===== config.mk =====
export PLATFORM = sky130hd
export DESIGN_NAME = nand_cmd_front
export DESIGN_NICKNAME = d
export VERILOG_FILES = /design/src/rtl/nand_cmd_pkg.sv /design/src/rtl/nand_cmd_datapath.sv /design/src/rtl/nand_cmd_control.sv /design/src/rtl/nand_cmd_front.sv
export SDC_FILE = /design/constraint.sdc
export NUM_CORES = 1
export LEC_CHECK = 0
export BUFFER_PORTS_ARGS = -buffer_cell sky130_fd_sc_hd__buf_2
export CAP_MARGIN = 20
export CORE_MARGIN = 4
export CORE_UTILIZATION = 50
export DETAILED_ROUTE_END_ITERATION = 12
export PLACE_DENSITY_LB_ADDON = 0.05
export SKIP_CTS_REPAIR_TIMING = 1
export SLEW_MARGIN = 20
export SYNTH_ARGS = -nofsm -noshare
export SYNTH_HDL_FRONTEND = slang
export SYNTH_HIERARCHICAL = 1
export SYNTH_SLANG_ARGS = --single-unit

===== constraint.sdc =====
create_clock -name clk -period 3.2 [get_ports clk]
set_clock_uncertainty 0.2 [all_clocks]
set_input_delay 0.16 -clock clk [delete_from_list [all_inputs] [get_ports clk]]
set_output_delay 0.16 -clock clk [all_outputs]
set_load 0.02 [all_outputs]

===== src/rtl/nand_cmd_pkg.sv =====
package nand_cmd_pkg;

  typedef enum logic [2:0] {
    OP_READ_LO  = 3'd0,
    OP_READ_HI  = 3'd1,
    OP_READ_SP  = 3'd2,
    OP_PROGRAM  = 3'd3,
    OP_ERASE    = 3'd4,
    OP_READ_ID  = 3'd5,
    OP_STATUS   = 3'd6,
    OP_RESET    = 3'd7
  } reqOp_e;

  localparam logic [7:0] CMD_RD_LO   = 8'h00;
  localparam logic [7:0] CMD_RD_HI   = 8'h01;
  localparam logic [7:0] CMD_RD_SP   = 8'h50;
  localparam logic [7:0] CMD_PG_SET  = 8'h80;
  localparam logic [7:0] CMD_PG_GO   = 8'h10;
  localparam logic [7:0] CMD_ER_SET  = 8'h60;
  localparam logic [7:0] CMD_ER_GO   = 8'hD0;
  localparam logic [7:0] CMD_ID      = 8'h90;
  localparam logic [7:0] CMD_STATUS  = 8'h70;
  localparam logic [7:0] CMD_RESET   = 8'hFF;

  // strobes from control to datapath for one bus cycle
  typedef struct packed {
    logic       loadAddr;
    logic       clearAddr;
    logic [1:0] addrIdx;
    logic       issue;
    reqOp_e     op;
    logic       emitData;
  } ctrlStrobes_t;

endpackage


===== src/rtl/nand_cmd_datapath.sv =====
module nand_cmd_datapath
  import nand_cmd_pkg::*;
#(
  parameter int IO_W          = 8,
  parameter int ADDR_CYCLES   = 3,
  parameter int PAGE_SEL_BITS = 4
) (
  input  logic                        clk,
  input  logic                        rstN,
  input  logic [IO_W-1:0]             ioIn,
  input  ctrlStrobes_t                strb,
  output logic                        reqValid,
  output reqOp_e                      reqOp,
  output logic [ADDR_CYCLES*IO_W-1:0] reqAddr,
  output logic                        dataValid,
  output logic [IO_W-1:0]             dataByte
);

  localparam int AW = ADDR_CYCLES * IO_W;

  logic [IO_W-1:0] addrByte [ADDR_CYCLES];
  logic [AW-1:0]   assembled;
  logic [AW-1:0]   masked;

  for (genvar i = 0; i < ADDR_CYCLES; i++) begin : g_addr
    logic hit;
    assign hit = strb.loadAddr && (int'(strb.addrIdx) == i);

    always_ff @(posedge clk) begin
      if (!rstN || strb.clearAddr) addrByte[i] <= '0;
      else if (hit)                addrByte[i] <= ioIn;
    end

    // the byte taken in this cycle goes into the request of this cycle
    assign assembled[i*IO_W +: IO_W] = strb.clearAddr ? '0 :
                                       hit ? ioIn : addrByte[i];
  end

  always_comb begin
    masked = assembled;
    if (strb.op == OP_ERASE) begin
      masked[IO_W-1:0]                = '0;
      masked[IO_W +: PAGE_SEL_BITS]   = '0;
    end
  end

  always_ff @(posedge clk) begin
    if (!rstN) begin
      reqValid  <= 1'b0;
      reqOp     <= OP_READ_LO;
      reqAddr   <= '0;
      dataValid <= 1'b0;
      dataByte  <= '0;
    end else begin
      reqValid  <= strb.issue;
      dataValid <= strb.emitData;
      if (strb.issue) begin
        reqOp   <= strb.op;
        reqAddr <= masked;
      end
      if (strb.emitData) dataByte <= ioIn;
    end
  end

endmodule


===== src/rtl/nand_cmd_control.sv =====
module nand_cmd_control
  import nand_cmd_pkg::*;
#(
  parameter int IO_W        = 8,
  parameter int ADDR_CYCLES = 3,
  parameter int PAGE_BYTES  = 528
) (
  input  logic            clk,
  input  logic            rstN,
  input  logic            ceN,
  input  logic            weN,
  input  logic            cle,
  input  logic            ale,
  input  logic [IO_W-1:0] ioIn,
  input  logic            busy,
  output ctrlStrobes_t    strb
);

  localparam int DW = $clog2(PAGE_BYTES + 1);
  localparam logic [DW-1:0] DATA_LIMIT = DW'(PAGE_BYTES);
  localparam logic [1:0]    LAST_IDX   = 2'(ADDR_CYCLES - 1);

  typedef enum logic [2:0] {
    S_IDLE, S_RD_ADDR, S_PG_ADDR, S_PG_DATA, S_ER_ADDR, S_ER_CONF, S_ID_ADDR
  } seqState_e;

  seqState_e state, stateN;
  logic [1:0]    addrCnt, addrCntN;
  logic [1:0]    readPtr, readPtrN;
  logic          readMode, readModeN;
  logic [DW-1:0] dataCnt, dataCntN;
  logic          weNQ;
  logic          cycEv, cmdEv, addrEv, dataEv;

  assign cycEv  = weN && !weNQ && !ceN;
  assign cmdEv  = cycEv && cle && !ale;
  assign addrEv = cycEv && ale && !cle;
  assign dataEv = cycEv && !cle && !ale;

  always_comb begin
    strb      = '0;
    stateN    = state;
    addrCntN  = addrCnt;
    readPtrN  = readPtr;
    readModeN = readMode;
    dataCntN  = dataCnt;
    if (cmdEv && ioIn == CMD_STATUS) begin
      strb.issue = 1'b1; strb.op = OP_STATUS; strb.clearAddr = 1'b1;
      stateN = S_IDLE; readModeN = 1'b0;
    end else if (cmdEv && ioIn == CMD_RESET) begin
      strb.issue = 1'b1; strb.op = OP_RESET; strb.clearAddr = 1'b1;
      stateN = S_IDLE; readModeN = 1'b1; readPtrN = 2'd0;
    end else if (cmdEv && !busy) begin
      case (ioIn)
        CMD_RD_LO, CMD_RD_HI, CMD_RD_SP: begin
          readPtrN  = (ioIn == CMD_RD_LO) ? 2'd0 : (ioIn == CMD_RD_HI) ? 2'd1 : 2'd2;
          readModeN = 1'b1; stateN = S_RD_ADDR; addrCntN = 2'd0;
        end
        CMD_PG_SET: begin stateN = S_PG_ADDR; addrCntN = 2'd0; strb.clearAddr = 1'b1; end
        CMD_ER_SET: begin stateN = S_ER_ADDR; addrCntN = 2'd0; strb.clearAddr = 1'b1; end
        CMD_ID:     begin stateN = S_ID_ADDR; strb.clearAddr = 1'b1; end
        CMD_PG_GO: if (state == S_PG_DATA) begin
          strb.issue = 1'b1; strb.op = OP_PROGRAM; stateN = S_IDLE; readModeN = 1'b0;
        end
        CMD_ER_GO: if (state == S_ER_CONF) begin
          strb.issue = 1'b1; strb.op = OP_ERASE; stateN = S_IDLE; readModeN = 1'b0;
        end
        default: ;
      endcase
    end else if (addrEv && !busy) begin
      case (state)
        S_IDLE: if (readMode) begin
          strb.loadAddr = 1'b1; strb.addrIdx = 2'd0;
          stateN = S_RD_ADDR; addrCntN = 2'd1;
        end
        S_RD_ADDR: begin
          strb.loadAddr = 1'b1; strb.addrIdx = addrCnt;
          addrCntN = addrCnt + 2'd1;
          if (addrCnt == LAST_IDX) begin
            strb.issue = 1'b1; strb.op = reqOp_e'({1'b0, readPtr});
            stateN = S_IDLE;
            if (readPtr == 2'd1) readPtrN = 2'd0;
          end
        end
        S_PG_ADDR: begin
          strb.loadAddr = 1'b1; strb.addrIdx = addrCnt;
          addrCntN = addrCnt + 2'd1;
          if (addrCnt == LAST_IDX) begin stateN = S_PG_DATA; dataCntN = '0; end
        end
        S_ER_ADDR: begin
          strb.loadAddr = 1'b1; strb.addrIdx = addrCnt + 2'd1;
          addrCntN = addrCnt + 2'd1;
          if (addrCnt + 2'd1 == LAST_IDX) stateN = S_ER_CONF;
        end
        S_ID_ADDR: begin
          strb.loadAddr = 1'b1; strb.addrIdx = 2'd0;
          strb.issue = 1'b1; strb.op = OP_READ_ID;
          stateN = S_IDLE; readModeN = 1'b0;
        end
        default: ;
      endcase
    end else if (dataEv && !busy) begin
      if (state == S_PG_DATA && dataCnt < DATA_LIMIT) begin
        strb.emitData = 1'b1; dataCntN = dataCnt + 1'b1;
      end
    end else if (ceN && !busy) begin
      stateN = S_IDLE;
    end
  end

  always_ff @(posedge clk) begin
    if (!rstN) begin
      state    <= S_IDLE;
      addrCnt  <= '0;
      readPtr  <= 2'd0;
      readMode <= 1'b1;
      dataCnt  <= '0;
      weNQ     <= 1'b1;
    end else begin
      state    <= stateN;
      addrCnt  <= addrCntN;
      readPtr  <= readPtrN;
      readMode <= readModeN;
      dataCnt  <= dataCntN;
      weNQ     <= weN;
    end
  end

endmodule


===== src/rtl/nand_cmd_front.sv =====
module nand_cmd_front
  import nand_cmd_pkg::*;
#(
  parameter int IO_W          = 8,
  parameter int ADDR_CYCLES   = 3,
  parameter int PAGE_BYTES    = 528,
  parameter int PAGE_SEL_BITS = 4
) (
  input  logic                        clk,
  input  logic                        rstN,
  input  logic                        ceN,
  input  logic                        weN,
  input  logic                        cle,
  input  logic                        ale,
  input  logic [IO_W-1:0]             ioIn,
  input  logic                        busy,
  output logic                        reqValid,
  output logic [2:0]                  reqOp,
  output logic [ADDR_CYCLES*IO_W-1:0] reqAddr,
  output logic                        dataValid,
  output logic [IO_W-1:0]             dataByte
);

  ctrlStrobes_t strb;
  reqOp_e       opQ;

  nand_cmd_control #(
    .IO_W(IO_W), .ADDR_CYCLES(ADDR_CYCLES), .PAGE_BYTES(PAGE_BYTES)
  ) ctrl_i (
    .clk(clk), .rstN(rstN), .ceN(ceN), .weN(weN), .cle(cle), .ale(ale),
    .ioIn(ioIn), .busy(busy), .strb(strb)
  );

  nand_cmd_datapath #(
    .IO_W(IO_W), .ADDR_CYCLES(ADDR_CYCLES), .PAGE_SEL_BITS(PAGE_SEL_BITS)
  ) dp_i (
    .clk(clk), .rstN(rstN), .ioIn(ioIn), .strb(strb),
    .reqValid(reqValid), .reqOp(opQ), .reqAddr(reqAddr),
    .dataValid(dataValid), .dataByte(dataByte)
  );

  assign reqOp = opQ;

endmodule


# Word-level counts from Yosys, hierarchy flattened
# Memory sizes are Yosys's and may differ from the RTL's. A register that Yosys moved wholly into a read port is not among the register bits.
# Index checks and enable logic that the tools add are counted.
dict set report word_totals {
  regBits 56
  ram_bits 24
  input_bits 15
  out_inout_bits 37
  elab_cells 201
  memories 1
}
# memory words word_bits rd rd_ports_with_merged_regs write_ports line_no
set mem_list {}
lappend mem_list {dp_i.addrByte 3 8 3 1 3 nand_cmd_datapath.sv:21} ;# logic [IO_W-1:0] addrByte [ADDR_CYCLES];
dict set report classes {
  addsub 2
  n_lt_le_gt_ge 1
  n_eq_ne 38
  muxes 89
  n_bitwise 7
  reduce_logical 52
}
# op n
set ops {}
lappend ops {{$mux 8} 9}
lappend ops {{$mux 10} 5}
lappend ops {{$mux 1} 33}
lappend ops {{$eq 8x8->1 const B} 4}
lappend ops {{$mux 2} 16}
lappend ops {{$mux 3} 10}
lappend ops {{$eq 8x7->1 const B} 3}
lappend ops {{$mux 4} 6}
lappend ops {{$logic_and 1x1->1} 18}
lappend ops {{$pmux 3 s6} 1}
lappend ops {{$reduce_bool 3->1} 6}
lappend ops {{$pmux 4 s2} 2}
lappend ops {{$pmux 3 s5} 1}
lappend ops {{$eq 3x3->1 const B} 4}
lappend ops {{$mux 12} 1}
lappend ops {{$ne 4x3->1 const B} 3}
lappend ops {{$reduce_and 6->1} 2}
lappend ops {{$reduce_or 3->1} 4}
lappend ops {{$add 10x1->10 const B} 1}
lappend ops {{$lt 10x10->1 const B} 1}
lappend ops {{$ne 5x3->1 const B} 2}
lappend ops {{$reduce_and 10->1} 1}
lappend ops {{$eq 2x2->1 const B} 4}
lappend ops {{$eq 8x1->1 const B} 1}
lappend ops {{31 further kinds} 51}

# Depth between registers and ports, before layout
dict set report depth {
  ltp_word 16
  ltp_mapped 11
}

# Modules after synthesis
# The synthesis kept the hierarchy.
# mod instances cells_per_inst area_each_um2 seq_area_each_um2
set by_module_without_submodules {}
lappend by_module_without_submodules {nand_cmd_datapath 1 207 2419.8 1461.4}
lappend by_module_without_submodules {nand_cmd_control 1 220 1674.1 380.4}

# Worst setup path after synthesis
# No wires, ideal clock.
dict set report synth_path {
  path_kind {register to register}
  startpoint {reg ctrl_i.weNQ}
  endpoint {mem dp_i.addrByte[2][0] (enable)}
  setup_time_ns 0.300
  t_arrival_ns 2.040
  t_required_ns 2.700
  path_slack_ns 0.659
  stages_incl_launch_ff 7
  path_cell_list {dfxtp_1 -> or4b_4 -> or2_1 -> nor2_1 -> nand3b_1 -> buf_2 -> nand2_1}
}
# item line_no
set synth_rtl {}
lappend synth_rtl {{start, declared} nand_cmd_control.sv:32} ;# logic weNQ;
lappend synth_rtl {{start signal, assigned} nand_cmd_control.sv:125} ;# weNQ <= weN;
lappend synth_rtl {{end, declared} nand_cmd_datapath.sv:21}

==> impl_metrics.tcl <==
set metrics [dict create \
    crit_path_max_incr_delay_ns 0.62 \
    setup_viol 0 \
    portBuffers 51 \
    min-delay-start "ioIn[1]" \
    utilization_pct 60.3 \
    antenna_found_initial 0 \
    ys_seq_area_share_pct 45.0 \
    crit_family "simple AND/OR/NAND/NOR gates" \
    fin_ws_ns 0.205 \
    rrSetupSlack_ns 0.33 \
    hpwl_mm 7.07 \
    synth_adder_area_share_pct 0.917 \
    powerDensity_nw_per_um2 430 \
    synth-edff-count 24 \
    async_flop_share_pct 0 \
    cp_num_buf_inv 3 \
    worst_slew_pin_slew_ns 0.593 \
    fin_nets 503 \
    dieArea_um2 9700 \
    ff2ff_path_depth 6 \
    overflow 0 \
    grt_pass1_wl_mm 16.4 \
    syn_area_um2 4090 \
    p_leak_nw 1.97 \
    final_cell_mix "dfxtp_1 (56), buf_2 (51), nand2_1 (48), mux2i_1 (39), and2_1 (26)" \
    drc 0 \
    clkTransAtPathRegs_ns 0.09 \
    p_int_mw 1.55 \
    layout_commonest_cell "dfxtp_1" \
    p_total_mw 2.04 \
    synthXorXnorAreaFrac_pct 0.214 \
    synth_ff_type "dfxtp_1" \
    hold_viol 0 \
    vdd_drop_max_v 0.000232 \
    ctsRootBufferMaster "clkbuf_8" \
    p_clk_share_pct 42.4 \
    routedWlPerCell_um 16.6 \
    die_w_um 98.5 \
    synthSimpleGateAreaFrac_pct 27.2 \
    worstReg2RegStart "ctrl_i/state[1]$_SDFFE_PP0P_" \
    clk_latency_ns 0.35 \
    cp_slowest_cell "or4b_4" \
    drtAntennaViolNets 0 \
    hold_end "dp_i/dataByte[1]$_SDFFE_PN0P_" \
    min_period_ns 3.00 \
    drive_gt1_share_pct 19.8 \
    finalSetupTns_ns 0 \
    power_frac_seq_pct 52.0 \
    clockBufferDepth 2 \
    fmax_ghz 0.334 \
    grt_max_degree 25 \
    vias 3352 \
    avgViaCountPerCell 5.66 \
    track_usage_pct 20.8 \
    synth-seq-cells 80 \
    slew_headroom_pct 60.4 \
    cp_max_fo 9 \
    grt_setup_unrepaired "no" \
    crit_chain "dlygate4sd3_1 -> buf_2 -> or4b_4 -> nor2_8 -> and3_1 -> or3b_1 -> buf_4 -> nand2_1" \
    cts_buffers 9 \
    synth_nets 445 \
    hold_path.class "input pin to register" \
    pre_cts_ws_ns 0.397 \
    status "finished clean" \
    critPathCaptureType "register" \
    netSwitchingFraction_pct 24.1 \
    required_ns 3.01 \
    arrival_ns 2.81 \
    reg2reg_to "dp_i/addrByte[0][0]$_SDFFCE_PN0P_" \
    syn_to_final_growth_pct 15.6 \
    synth_cells 427 \
    cts_tree "built" \
    power_frac_comb_pct 5.6 \
    clock_sinks 80 \
    postSynthAreaPerCell_um2 9.59 \
    fp.dieH_um 98.5 \
    slew_viol_final 0 \
    pin_count 52 \
    synth_top_family_by_area "simple AND/OR/NAND/NOR gates" \
    period_share_pct 93.6 \
    crit_type "input pin to register" \
    cap_violations 0 \
    fillers 733 \
    design.core.area_um2 7850 \
    routabilityCongestion 0.980 \
    switchingPower_mw 0.490 \
    drtPass1Iterations 5 \
    muxShareOfSynthArea_pct 9.54 \
    place_area_um2 4470 \
    cp-start-kind "input pin" \
    synth_warnings 6 \
    ys_types 62 \
    fin_area_um2 4730 \
    cts_max_level 3 \
    synth_compound_area_share_pct 13.8 \
    rows 32 \
    grt_pass1_vias 3249 \
    holdPathStages 3 \
    totalWireLength_mm 9.82 \
    drt_iter0_markers 162 \
    diodes 0 \
    start_util_pct 52.2 \
]
-- cells in the mapped netlist, types with 2 or more instances --
master	number	area (um^2)
clkbuf_1	6	22.5
or3_1	5	31.3
buf_2	11	55.1
nor2b_1	16	100
o31ai_1	7	52.6
nor3_1	6	30.0
dfxtp_1	56	1120
nor3b_2	3	37.5
o21bai_1	3	22.5
o21ai_0	23	115
edfxtp_1	24	721
ha_1	3	37.5
nor4b_1	3	26.3
mux2i_1	39	390
nand3b_1	5	37.5
inv_1	11	41.3
nor2_1	18	67.6
and2_1	26	163
nand2_1	48	180
nor4_2	3	37.5
a211oi_1	4	30.0
or4_1	10	75.1
and3_1	6	37.5
a21o_1	2	15.0
o21ai_1	10	50.1
nand4_1	8	50.1
a211o_1	2	17.5
a31o_2	2	17.5
nand2b_1	5	31.3
a31oi_1	5	31.3
a21oi_1	17	85.1
nand3_1	9	45.0
a2bb2oi_1	2	17.5
-- stage by stage --
| step | hold WS [ns] | cells |
|---|---|---|
| 4_1_cts | -0.174 | 589 |
| 3_3_place_gp | 0.193 | 573 |
| 2_1_floorplan | 0.0330 | 427 |
| 3_5_place_dp | 0.204 | 573 |
| 5_1_grt | 0.0467 | 592 |
| 6_report | 0.0364 | 592 |
-- how the worst max path moves through the flow --
stage | startpoint | end | slack [ns] | cells past startpoint
after CTS | ctrl_i/state[1]$_SDFFE_PP0P_ | dp_i/addrByte[0][0]$_SDFFCE_PN0P_ | 0.37 | 6
final | busy | dp_i/addrByte[0][0]$_SDFFCE_PN0P_ | 0.20 | 8
after global placement | ctrl_i/state[1]$_SDFFE_PP0P_ | dp_i/addrByte[0][4]$_SDFFCE_PN0P_ | 0.44 | 6
after global routing | busy | dp_i/addrByte[0][0]$_SDFFCE_PN0P_ | 0.06 | 8
after detailed placement | ctrl_i/state[1]$_SDFFE_PP0P_ | dp_i/addrByte[0][4]$_SDFFCE_PN0P_ | 0.40 | 6
after floorplan | ctrl_i/weNQ$_SDFF_PN1_ | dp_i/addrByte[2][0]$_SDFFCE_PN0P_ | 0.66 | 6
-- per-layer routing --
layer	global-route usage (%)	vias to the layer above	part of all wire, %
met5	0	-	0
li1	-	1686	-
met4	5.25	0	1.1
met3	4.81	10	6.1
met2	34.7	93	48
met1	27.4	1563	45
-- registers in the layout (all words and copies together) (netlist names), 2 cells and up --
| register | cells |
|---|---|
| ctrl_i/addrCnt | 2 |
| dp_i/reqAddr | 24 |
| ctrl_i/dataCnt | 10 |
| ctrl_i/readPtr | 2 |
| dp_i/dataByte | 8 |
| dp_i/reqOp | 3 |
| ctrl_i/state | 3 |
| dp_i/addrByte | 24 |
-- worst reg2reg max path: cells and delay by family (launching register included) --
family                 cells  cell delay [ns]
AND/OR/NAND/NOR            4             1.31
AO/OA/AOI/OAI              1             0.15
buffers and inverters      1             0.18
flip-flops                 1             0.71
-- logic make-up after synthesis --
| kind of cell | Yosys count |
|---|---|
| buffers and inverters | 30 |
| xor gates and xnor gates | 1 |
| DFF | 80 |
| and+or+nand+nor | 187 |
| adders and majority gates | 3 |
| muxes | 39 |
| AOI/OAI and AO/OA | 87 |
-- power by group through the flow --
stage / combinational (mW) / sequential [mW] / clock [mW]
after floorplan: 0.0624 / 1.08 / 0
after CTS: 0.111 / 1.06 / 0.885
after global placement: 0.110 / 1.08 / 0
final: 0.114 / 1.06 / 0.864
after detailed placement: 0.111 / 1.08 / 0
after global routing: 0.125 / 1.06 / 0.933
-- final cells by class --
cell class	instances	area, um^2	share of cell area [%]
well taps	102	128	2.70
clock inverters	7	108	2.27
repair buffers	66	375	7.93
clock buffers	9	124	2.62
inverters	11	41.3	0.872
flip-flops and latches	80	1840	38.9
multi-input cells	317	2120	44.7
Note: power is estimated with default switching activity, not from simulation.
